File: config.mk
export PLATFORM = sky130hd
export DESIGN_NAME = alarm_register
export DESIGN_NICKNAME = d
export VERILOG_FILES = /design/src/rtl/alarm_pkg.sv /design/src/rtl/alarm_flag_bank.sv /design/src/rtl/alarm_enable_reg.sv /design/src/rtl/alarm_irq_gen.sv /design/src/rtl/alarm_register.sv
export SDC_FILE = /design/constraint.sdc
export NUM_CORES = 1
export LEC_CHECK = 0
export ABC_AREA = 1
export BUFFER_PORTS_ARGS = -buffer_cell sky130_fd_sc_hd__buf_2
export CELL_PAD_IN_SITES_DETAIL_PLACEMENT = 0
export CELL_PAD_IN_SITES_GLOBAL_PLACEMENT = 1
export CORE_MARGIN = 2
export CORE_UTILIZATION = 22
export DETAILED_ROUTE_END_ITERATION = 12
export PLACE_DENSITY = 0.75
export SLEW_MARGIN = 0
export SYNTH_ARGS = -nofsm -noshare
export SYNTH_HDL_FRONTEND = slang
export SYNTH_SLANG_ARGS = --single-unit
File: constraint.sdc
create_clock -name clk -period 0.95 [get_ports clk]
set_clock_uncertainty 0.1 [all_clocks]
set_input_delay 0.095 -clock clk [delete_from_list [all_inputs] [get_ports clk]]
set_output_delay 0.095 -clock clk [all_outputs]
set_load 0.02 [all_outputs]
File: src/rtl/alarm_pkg.sv
package alarm_pkg;
  // Index of each alarm source within the flag half of the register
  typedef enum int unsigned {
    SRC_BUF_SLIP   = 0,
    SRC_TX_REALIGN = 1,
    SRC_RX_REALIGN = 2,
    SRC_FRAME_CNT  = 3
  } alarm_src_e;

  localparam int unsigned DEF_N_SRC = 4;
endpackage

File: src/rtl/alarm_flag_bank.sv
module alarm_flag_bank #(
  parameter int unsigned N_SRC = alarm_pkg::DEF_N_SRC
) (
  input  logic             clk,
  input  logic             rst,
  input  logic             clr,
  input  logic [N_SRC-1:0] evt,
  output logic [N_SRC-1:0] flags
);
  // One sticky bit per source; a new event wins over a clear in the same cycle
  for (genvar i = 0; i < N_SRC; i++) begin : g_flag
    always_ff @(posedge clk) begin
      if (rst)         flags[i] <= 1'b0;
      else if (evt[i]) flags[i] <= 1'b1;
      else if (clr)    flags[i] <= 1'b0;
    end
  end
endmodule

File: src/rtl/alarm_enable_reg.sv
module alarm_enable_reg #(
  parameter int unsigned N_SRC = alarm_pkg::DEF_N_SRC
) (
  input  logic             clk,
  input  logic             rst,
  input  logic             load,
  input  logic [N_SRC-1:0] din,
  output logic [N_SRC-1:0] en
);
  always_ff @(posedge clk) begin
    if (rst)       en <= '0;
    else if (load) en <= din;
  end
endmodule

File: src/rtl/alarm_irq_gen.sv
module alarm_irq_gen #(
  parameter int unsigned N_SRC = alarm_pkg::DEF_N_SRC
) (
  input  logic             clk,
  input  logic             rst,
  input  logic [N_SRC-1:0] flags,
  input  logic [N_SRC-1:0] en,
  output logic             irq
);
  logic [N_SRC-1:0] gated;

  for (genvar i = 0; i < N_SRC; i++) begin : g_gate
    assign gated[i] = flags[i] & en[i];
  end

  always_ff @(posedge clk) begin
    if (rst) irq <= 1'b0;
    else     irq <= |gated;
  end
endmodule

File: src/rtl/alarm_register.sv
module alarm_register #(
  parameter int unsigned N_SRC = alarm_pkg::DEF_N_SRC,
  localparam int unsigned REG_W = 2 * N_SRC
) (
  input  logic             clk,
  input  logic             rst,
  input  logic             wr_en,
  input  logic [REG_W-1:0] wr_data,
  output logic [REG_W-1:0] rd_data,
  input  logic [N_SRC-1:0] evt_in,
  output logic             irq
);
  logic [N_SRC-1:0] flags;
  logic [N_SRC-1:0] en;

  alarm_enable_reg #(.N_SRC(N_SRC)) u_en (
    .clk  (clk),
    .rst  (rst),
    .load (wr_en),
    .din  (wr_data[REG_W-1:N_SRC]),
    .en   (en)
  );

  alarm_flag_bank #(.N_SRC(N_SRC)) u_flags (
    .clk   (clk),
    .rst   (rst),
    .clr   (wr_en),
    .evt   (evt_in),
    .flags (flags)
  );

  alarm_irq_gen #(.N_SRC(N_SRC)) u_irq (
    .clk   (clk),
    .rst   (rst),
    .flags (flags),
    .en    (en),
    .irq   (irq)
  );

  assign rd_data = {en, flags};
endmodule

==> reports/qor.csv <==
metric,value,unit
global placement routability congestion,0.651,
Fmax,1.09,GHz
crit end category,primary output,
Place WS,0.176,ns
gr usage total,12.4,%
via count,368,
RSZ-0062 raised after global routing,true,
final WL,820,um
initial drt markers,4,
Clock Path Buffers,2,
io pins,24,
Hold WS,0.0163,ns
Hold Path Class,in2reg,
Power Dens Cells,1460,nW/um^2
startpoint types,flop,
Final WS setup,0.0312,ns
Hold Path Sink,u_en.en[0],
Worst-Margin Slew,0.176,ns
critical register-to-register path endpoint,u_irq.irq,
WP buf/inv,1,
MaxCap Viol Count,0,
Setup-failing EPs final,0,
Seq cells post-synth,9,
"Clk Latency, worst-skew pair",0.26,ns
Num CTS Buffers,3,
Unique masters post-synth,6,
Synth Cell Area,304,sq um
core region area,1300,sq um
# diodes,0,
Switch Pwr,0.223,mW
Lkg Pwr,0.294,nW
hold path depth,2,
FF-to-FF Start,u_en.en[3],
switching portion of total power,25.1,%
Final period util,96.7,%
die height,41.2,um
share of cells above drive strength 1,47.9,%
Critical Path Fanout Max,3,
P_int,0.665,mW
Slew Limit Fails,0,
initial antenna violation count,0,
Max H-tree Level,1,
CP top delay family,flip-flops,
first-pass GRT wire length,1270,um
FF-to-FF setup slack,0.07,ns
hold_sp,rst,
crit path cell chain,buf_6,
Seq pwr share,47.3,%
vias per inst,4.18,
min Tclk post-route,0.919,ns
final hold violation count,0,
wire per inst,9.32,um
Synth Warn #,0,
Critical path origin,u_flags.flags[2],
Synth Instances,39,
Final Net Count,89,
drt drc,0,
Synth Net Count,54,
multi-input logic area,115,sq um
initial core utilization,23.4,%
Worst Path Arrival,0.72,ns
Critical Path Max Stage Delay,0.35,ns
Die Area,1700,sq um
required time of the critical path,0.75,ns
status,finished clean,
fillcell total,140,
VDD IR-drop max,0.000742,V
vias in the first global route,329,
Clock power frac,32.9,%
register area share after synthesis,59.3,%
Die X,41.2,um
Synth-to-Final Area Change,100,%
"CTS clk-pin slew, worst paths",0.06,ns
# rows,13,
crit path kind,reg2out,
Port Buf Inserts,19,
CTS tree,yes,
largest net degree at the start of global routing,10,
Routed Antenna Nets,0,
Slew Limit Headroom,88.2,%
clk sinks,9,
Comb power frac,19.9,%
router iterations before antenna repair,4,
cells on worst reg2reg path,5,
Root Driver,clkbuf_4,
Syn Area/Cell,7.80,sq um
total gr overflow,0,
Reg area,190,sq um
CP max stage cell,dfxtp_2,
## power groups by stage
stage	sequential (mW)	clock [mW]	combinational, mW
finish	0.420	0.292	0.177
global route	0.423	0.341	0.193
CTS	0.420	0.310	0.148
detailed placement	0.423	0	0.111
global placement	0.423	0	0.110
floorplan	0.450	0	0.0337
## layout by cell type, fill, tap and decap left out
master	synthesis	layout
a21oi_1	8	8
buf_2	1	10
clkbuf_1	0	1
nand2_1	14	14
dfxtp_1	9	1
inv_2	1	1
clkbuf_4	0	3
nor2_1	6	6
dfxtp_2	0	8
buf_6	0	7
dlygate4sd3_1	0	8
buf_4	0	6
## area by class of cell
type                    instances  area share, %
clock buffers                   4           4.32
inverters                       1          0.617
multi-input cells              28           18.9
flip-flops and latches          9           31.3
well taps                      15           3.09
repair buffers                 31           41.8
## metal layers
metal / global-route usage (%) / vias up / part of all wire (%)
met5: 0 / - / 0
met4: 7.26 / 0 / 0
met3: 6.52 / 0 / 7.7
met2: 18.8 / 18 / 42
met1: 13.6 / 158 / 51
li1: - / 192 / -
## cells in the mapped netlist
library cell   n  share of area (%)
inv_2          1                1.2
buf_2          1                1.6
nand2_1       14                 17
a21oi_1        8                 13
nor2_1         6                7.4
dfxtp_1        9                 59
## logic make-up after synthesis
logic type      Yosys count  synth area share (%)
compound gates            8                  13.2
buf+inv                   2                  2.88
flops                     9                  59.3
simple gates             20                  24.7
## stage by stage
stage	setup TNS [ns]	power (mW)	cells	util (%)	cell area, sq um
2_1_floorplan	0	0.484	39	-	304
3_3_place_gp	0	0.533	72	31.7	413
3_5_place_dp	0	0.534	72	31.7	413
4_1_cts	0	0.877	84	42.2	549
5_1_grt	-0.0459	0.957	88	46.7	608
6_report	0	0.889	88	46.7	608
## worst max-delay path by stage
stage / slack, ns / depth (start not counted) / to
floorplan: 0.12 / 4 / u_irq.irq
global placement: 0.18 / 4 / u_irq.irq
detailed placement: 0.18 / 4 / u_irq.irq
CTS: 0.009 / 1 / rd_data[0]
global route: -0.02 / 1 / rd_data[6]
finish: 0.03 / 1 / rd_data[2]
## flip-flops by register name, summed over array words and instances (netlist names)
name           count
u_flags.flags      4
u_en.en            4
u_irq.irq          1
## timing repair
item	in CTS	in global routing
buffers inserted	0	4
resized for setup	16	8
endpoints found under the hold margin	8	0
endpoints found under the setup margin	8	9
pin swaps	0	0
hold buffers	8	0
No activity file was read; power rests on OpenSTA's default activity.
